==> src/rtl/stc_pkg.sv <==
package stc_pkg;
  localparam int NSTAGE = 4;
  localparam int ST_EX  = 0;
  localparam int ST_DF  = 1;
  localparam int ST_DS  = 2;
  localparam int ST_TC  = 3;
  localparam int SEL_W  = $clog2(NSTAGE + 1);

  typedef enum logic [SEL_W-1:0] {
    SRC_REGF = 3'd0,
    SRC_EX   = 3'd1,
    SRC_DF   = 3'd2,
    SRC_DS   = 3'd3,
    SRC_TC   = 3'd4
  } fwd_src_e;

  typedef enum logic {
    MS_RUN  = 1'b0,
    MS_WAIT = 1'b1
  } miss_state_e;
endpackage

==> src/rtl/stc_stage_track.sv <==
module stc_stage_track #(
  parameter int RW  = 5,
  parameter int NST = 4
) (
  input  logic                    clk,
  input  logic                    rst_n,
  input  logic                    adv,
  input  logic                    ins_bubble,
  input  logic                    in_valid,
  input  logic                    in_load,
  input  logic                    in_branch,
  input  logic                    in_writes,
  input  logic [RW-1:0]           in_dst,
  output logic [NST-1:0]          st_v,
  output logic [NST-1:0]          st_ld,
  output logic [NST-1:0]          st_wr,
  output logic [NST-1:0][RW-1:0]  st_rd,
  output logic                    ex_branch
);
  // First record (EX) takes the RF instruction or a bubble.
  always_ff @(posedge clk or negedge rst_n) begin
    if (!rst_n) begin
      st_v[0]   <= 1'b0;
      st_ld[0]  <= 1'b0;
      st_wr[0]  <= 1'b0;
      st_rd[0]  <= '0;
      ex_branch <= 1'b0;
    end else if (adv) begin
      st_v[0]   <= in_valid & ~ins_bubble;
      st_ld[0]  <= in_valid & ~ins_bubble & in_load;
      st_wr[0]  <= in_valid & ~ins_bubble & in_writes;
      st_rd[0]  <= (in_valid & ~ins_bubble) ? in_dst : '0;
      ex_branch <= in_valid & ~ins_bubble & in_branch;
    end
  end

  // Later records shift one stage per advancing cycle.
  for (genvar g = 1; g < NST; g++) begin : g_shift
    always_ff @(posedge clk or negedge rst_n) begin
      if (!rst_n) begin
        st_v[g]  <= 1'b0;
        st_ld[g] <= 1'b0;
        st_wr[g] <= 1'b0;
        st_rd[g] <= '0;
      end else if (adv) begin
        st_v[g]  <= st_v[g-1];
        st_ld[g] <= st_ld[g-1];
        st_wr[g] <= st_wr[g-1];
        st_rd[g] <= st_rd[g-1];
      end
    end
  end
endmodule

==> src/rtl/stc_operand_check.sv <==
module stc_operand_check
  import stc_pkg::*;
#(
  parameter int RW  = 5,
  parameter int NST = 4
) (
  input  logic                    rf_valid,
  input  logic [RW-1:0]           src,
  input  logic [NST-1:0]          st_v,
  input  logic [NST-1:0]          st_ld,
  input  logic [NST-1:0]          st_wr,
  input  logic [NST-1:0][RW-1:0]  st_rd,
  output logic [SEL_W-1:0]        sel,
  output logic                    need_stall
);
  // Scan oldest to youngest so the youngest match wins.
  always_comb begin
    sel        = SRC_REGF;
    need_stall = 1'b0;
    for (int i = NST - 1; i >= 0; i--) begin
      if (rf_valid && (src != '0) && st_v[i] && st_wr[i] && (st_rd[i] == src)) begin
        sel        = SEL_W'(i + 1);
        need_stall = st_ld[i] && (i <= ST_DF);
      end
    end
  end
endmodule

==> src/rtl/stc_miss_seq.sv <==
module stc_miss_seq
  import stc_pkg::*;
(
  input  logic clk,
  input  logic rst_n,
  input  logic tc_load,
  input  logic tc_hit,
  input  logic refill_done,
  output logic freeze,
  output logic backup
);
  miss_state_e state, state_nx;
  logic        miss_now;

  assign miss_now = (state == MS_RUN) && tc_load && !tc_hit;
  assign backup   = miss_now;
  assign freeze   = miss_now || (state == MS_WAIT);

  always_comb begin
    state_nx = state;
    case (state)
      MS_RUN:  if (miss_now)    state_nx = MS_WAIT;
      MS_WAIT: if (refill_done) state_nx = MS_RUN;
      default: state_nx = MS_RUN;
    endcase
  end

  always_ff @(posedge clk or negedge rst_n) begin
    if (!rst_n) state <= MS_RUN;
    else        state <= state_nx;
  end
endmodule

==> src/rtl/pipe_stall_ctl.sv <==
module pipe_stall_ctl
  import stc_pkg::*;
#(
  parameter int RW = 5
) (
  input  logic              clk,
  input  logic              rst_n,
  input  logic              rf_valid,
  input  logic              rf_is_load,
  input  logic              rf_is_branch,
  input  logic              rf_writes,
  input  logic [RW-1:0]     rf_dst,
  input  logic [RW-1:0]     rf_src_a,
  input  logic [RW-1:0]     rf_src_b,
  input  logic              ex_taken,
  input  logic              tc_hit,
  input  logic              refill_done,
  output logic              stall_front,
  output logic              bubble_ex,
  output logic              squash_fetch,
  output logic              backup,
  output logic              hold_all,
  output logic [SEL_W-1:0]  fwd_a,
  output logic [SEL_W-1:0]  fwd_b,
  output logic              tc_commit
);
  localparam int NOPS = 2;

  logic [NSTAGE-1:0]         st_v, st_ld, st_wr;
  logic [NSTAGE-1:0][RW-1:0] st_rd;
  logic                      ex_branch;
  logic                      freeze, luse;
  logic [NOPS-1:0]           op_stall;
  logic [NOPS-1:0][RW-1:0]   op_src;
  logic [NOPS-1:0][SEL_W-1:0] op_sel;

  assign op_src[0] = rf_src_a;
  assign op_src[1] = rf_src_b;

  for (genvar k = 0; k < NOPS; k++) begin : g_op
    stc_operand_check #(.RW(RW), .NST(NSTAGE)) u_op (
      .rf_valid   (rf_valid),
      .src        (op_src[k]),
      .st_v       (st_v),
      .st_ld      (st_ld),
      .st_wr      (st_wr),
      .st_rd      (st_rd),
      .sel        (op_sel[k]),
      .need_stall (op_stall[k])
    );
  end

  assign luse = |op_stall;

  stc_miss_seq u_miss (
    .clk         (clk),
    .rst_n       (rst_n),
    .tc_load     (st_v[ST_TC] & st_ld[ST_TC]),
    .tc_hit      (tc_hit),
    .refill_done (refill_done),
    .freeze      (freeze),
    .backup      (backup)
  );

  stc_stage_track #(.RW(RW), .NST(NSTAGE)) u_track (
    .clk        (clk),
    .rst_n      (rst_n),
    .adv        (~freeze),
    .ins_bubble (luse),
    .in_valid   (rf_valid),
    .in_load    (rf_is_load),
    .in_branch  (rf_is_branch),
    .in_writes  (rf_writes),
    .in_dst     (rf_dst),
    .st_v       (st_v),
    .st_ld      (st_ld),
    .st_wr      (st_wr),
    .st_rd      (st_rd),
    .ex_branch  (ex_branch)
  );

  assign hold_all     = freeze;
  assign stall_front  = freeze | luse;
  assign bubble_ex    = luse & ~freeze;
  assign squash_fetch = st_v[ST_EX] & ex_branch & ex_taken & ~freeze;
  assign tc_commit    = st_v[ST_TC] & st_wr[ST_TC] & ~freeze;
  assign fwd_a        = op_sel[0];
  assign fwd_b        = op_sel[1];
endmodule

==> config.mk <==
export PLATFORM = sky130hd
export DESIGN_NAME = pipe_stall_ctl
export DESIGN_NICKNAME = d
export VERILOG_FILES = /design/src/rtl/stc_pkg.sv /design/src/rtl/stc_stage_track.sv /design/src/rtl/stc_operand_check.sv /design/src/rtl/stc_miss_seq.sv /design/src/rtl/pipe_stall_ctl.sv
export SDC_FILE = /design/constraint.sdc
export NUM_CORES = 1
export LEC_CHECK = 0
export ABC_AREA = 0
export CAP_MARGIN = 20
export CELL_PAD_IN_SITES_DETAIL_PLACEMENT = 1
export CELL_PAD_IN_SITES_GLOBAL_PLACEMENT = 2
export CORE_ASPECT_RATIO = 0.6
export CORE_MARGIN = 2
export CORE_UTILIZATION = 37
export CTS_CLUSTER_DIAMETER = 150
export CTS_CLUSTER_SIZE = 28
export DETAILED_ROUTE_END_ITERATION = 12
export PLACE_DENSITY_LB_ADDON = 0.3
export SLEW_MARGIN = 20
export SYNTH_ARGS = -nofsm -noshare
export SYNTH_HDL_FRONTEND = slang
export SYNTH_HIERARCHICAL = 1
export SYNTH_SLANG_ARGS = --single-unit
==> constraint.sdc <==
create_clock -name clk -period 5.8 [get_ports clk]
set_input_delay 0.87 -clock clk [delete_from_list [all_inputs] [get_ports clk]]
set_output_delay 0.87 -clock clk [all_outputs]
set_load 0.02 [all_outputs]
==> impl_metrics.toml <==
[final_layout]
final_util_pct = 46.7
nets = 255
drive_gt1_share_pct = 18.5
area_growth_pct = 19.2
antenna_cells = 0

[power_and_ir_drop]
vdd_drop_max_mv = 0.136
power_mw = 1.11
power.density_nw_per_um2 = 417
power.leakage_nw = 1.13

[placement]
place_ws_ns = 1.31
portBuffers = 35
gp_congestion = 0.807
dp_hpwl_mm = 4.09

[floorplan]
core_um2 = 5700
ios = 36
dieArea_um2 = 6690
die_y_um = 64.2
fp-row-count = 21
initial_core_util_pct = 39.1
die_x_um = 104

[detailed_routing]
highest-signal-layer = "met4"
wire_per_inst_um = 17.4
postRouteAntennaNets = 0
vias_per_cell = 4.99
wl_met3_um = 137
firstDrtPassIters = 4
vias = 1557
drt_iter0_drc = 51
drcViolationCount = 0
met2_length_mm = 2.20
met1_length_mm = 3.05
routed_wl_mm = 5.43

[global_routing]
grt_pass1_vias = 1594
grt_pass1_wl_mm = 8.59
grt_antenna_before_repair = 0
grt-ovfl-total = 0
track_usage_pct = 16.8
grt_max_degree = 42

[sta]
slew_headroom_pct = 32.0
whs_ns = 0.501
fin_tns_setup_ns = 0
fin_crit_sh_pct = 77.3
rsz0062_at_grt = "no"
layout_setup_ws_ns = 1.32
fmax_mhz = 223
fin_skew_ns = 0.00726
tightest_slew_ns = 1.02
hold_viol = 0
setup_viol = 0
period_needed_ns = 4.48
slew_violations = 0

[critical_path]
cp-start-kind = "input pin"
worstSetupPathType = "in2out"
cp_top_family = "buffers and inverters"
cp.arrival_ns = 3.61
worstPathRequired_ns = 4.93
path_cells = "clkdlybuf4s50_1, or4_1, o21ai_2, nor3_1, mux2_2, or3_1, clkdlybuf4s50_1"
cp_common_cell = "clkdlybuf4s50_1"
critPathCaptureType = "output pin"
worstPathBufferInverterCount = 2
path_max_fanout = 6
slowest_stage = "or4_1"
slowest_delay_ns = 0.58

[logic_synthesis]
synth_ff_type = "dfrtp_1"
synth-seq-cells = 34
yosysWarnings = 6
ys_types = 35
syn_inst = 202
synth_edf_count = 0
synthArstFlopShare_pct = 100
syn-num-nets = 226
netlist_area_um2 = 2230
syn_avg_cell_area_um2 = 11.1
ys_seq_area_share_pct = 38.1

[clock_network]
cts_buffers = 5
htreeDepth = 2
clock_path_buffers = 2
cts.sinks = 34
cts_tree = "built"
cts-root-buf = "clkbuf_8"
ctsResizeCount = 0
cts_setup_buffers = 0
clock_latency_ns = 0.29
clkTransAtPathRegs_ns = 0.07
cts_hold_buf = 0

[job]
maxCapViolCount = 0

[min_path]
hp-class = "reg2reg"

[run_status]
status = "completed"
power by group:
part	internal, mW	switching (mW)
combinational	0.276	0.189
clock	0.0958	0.0887
sequential	0.326	0.133
worst paths after layout:
check	start	slack [ns]	end	cells after the start
setup / recovery	rf_src_b[2]	1.32	stall_front	7
hold / removal	u_miss/state$_DFF_PN0_	0.50	u_miss/state$_DFF_PN0_	1
setup reg to reg	u_track/st_rd[4]$_DFFE_PN0P_	3.41	u_track/st_v[0]$_DFFE_PN0P_	7
hold reg to reg	u_miss/state$_DFF_PN0_	0.50	u_miss/state$_DFF_PN0_	1
max in group asynchronous	rst_n	4.48	u_track/st_wr[1]$_DFFE_PN0P_	2
min in group asynchronous	rst_n	1.00	u_track/ex_branch$_DFFE_PN0P_	2
routing by layer:
metal,vias to the layer above,track usage (%)
li1,759,-
met1,776,25.4
met2,17,23.6
met3,5,3.88
met4,0,4.56
met5,-,0
flip-flops by register name (all words and copies together) (netlist names):
register and count:
u_track/ex_branch 1, u_track/st_wr 4, u_track/st_ld 4, u_track/st_rd 20, u_miss/state 1, u_track/st_v 4
kinds of logic after synthesis:
kind of cell	count (synthesis)	share of synthesized area, %
buffers and inverters	28	7.79
xor gates and xnor gates	34	13.3
muxes	28	17.9
AOI/OAI and AO/OA	19	6.39
DFF	34	38.1
and+or+nand+nor	59	16.5
placed cells by master (no fill, tap or decap), types with 3 or more instances in the layout:
| master | n |
|---|---|
| and4b_1 | 3 |
| clkbuf_8 | 6 |
| clkdlybuf4s50_1 | 35 |
| dfrtp_1 | 34 |
| inv_1 | 13 |
| mux2_2 | 3 |
| mux2_4 | 23 |
| nand2_1 | 12 |
| nand2b_1 | 4 |
| nand3_1 | 6 |
| nand4_1 | 8 |
| nor2_1 | 3 |
| nor3_1 | 4 |
| nor4_1 | 4 |
| o22ai_1 | 8 |
| or3_1 | 3 |
| xnor2_1 | 34 |
metrics by stage:
| stage | area [um2] | std cells |
|---|---|---|
| floorplan | 2230 | 202 |
| global placement | 2570 | 304 |
| detailed placement | 2570 | 304 |
| CTS | 2660 | 312 |
| global route | 2660 | 312 |
| finish | 2660 | 312 |
Yosys cell counts (3+ instances only):
cell type,number,area (um2)
nand3_1,6,30.0
inv_1,14,52.6
nand4_1,8,50.1
mux2_4,23,345
and4b_1,3,30.0
buf_6,4,45.0
dfrtp_1,34,851
nor2_1,3,11.3
mux2_2,3,33.8
xnor2_1,34,298
nand2_1,12,45.0
clkbuf_1,5,18.8
or3_1,3,18.8
o22ai_1,8,50.1
nor4_1,4,25.0
nor3_1,4,20.0
nand2b_1,4,25.0
cell type report:
type | count | area [um2]
Fill cell | 658 | 3040
Multi-Input combinational cell | 140 | 1210
Sequential cell | 34 | 851
Timing Repair Buffer | 36 | 358
Tap cell | 80 | 100
Clock buffer | 7 | 86.3
Inverter | 14 | 52.6
Clock inverter | 1 | 5.00
Note: power is estimated with default switching activity, not from simulation.
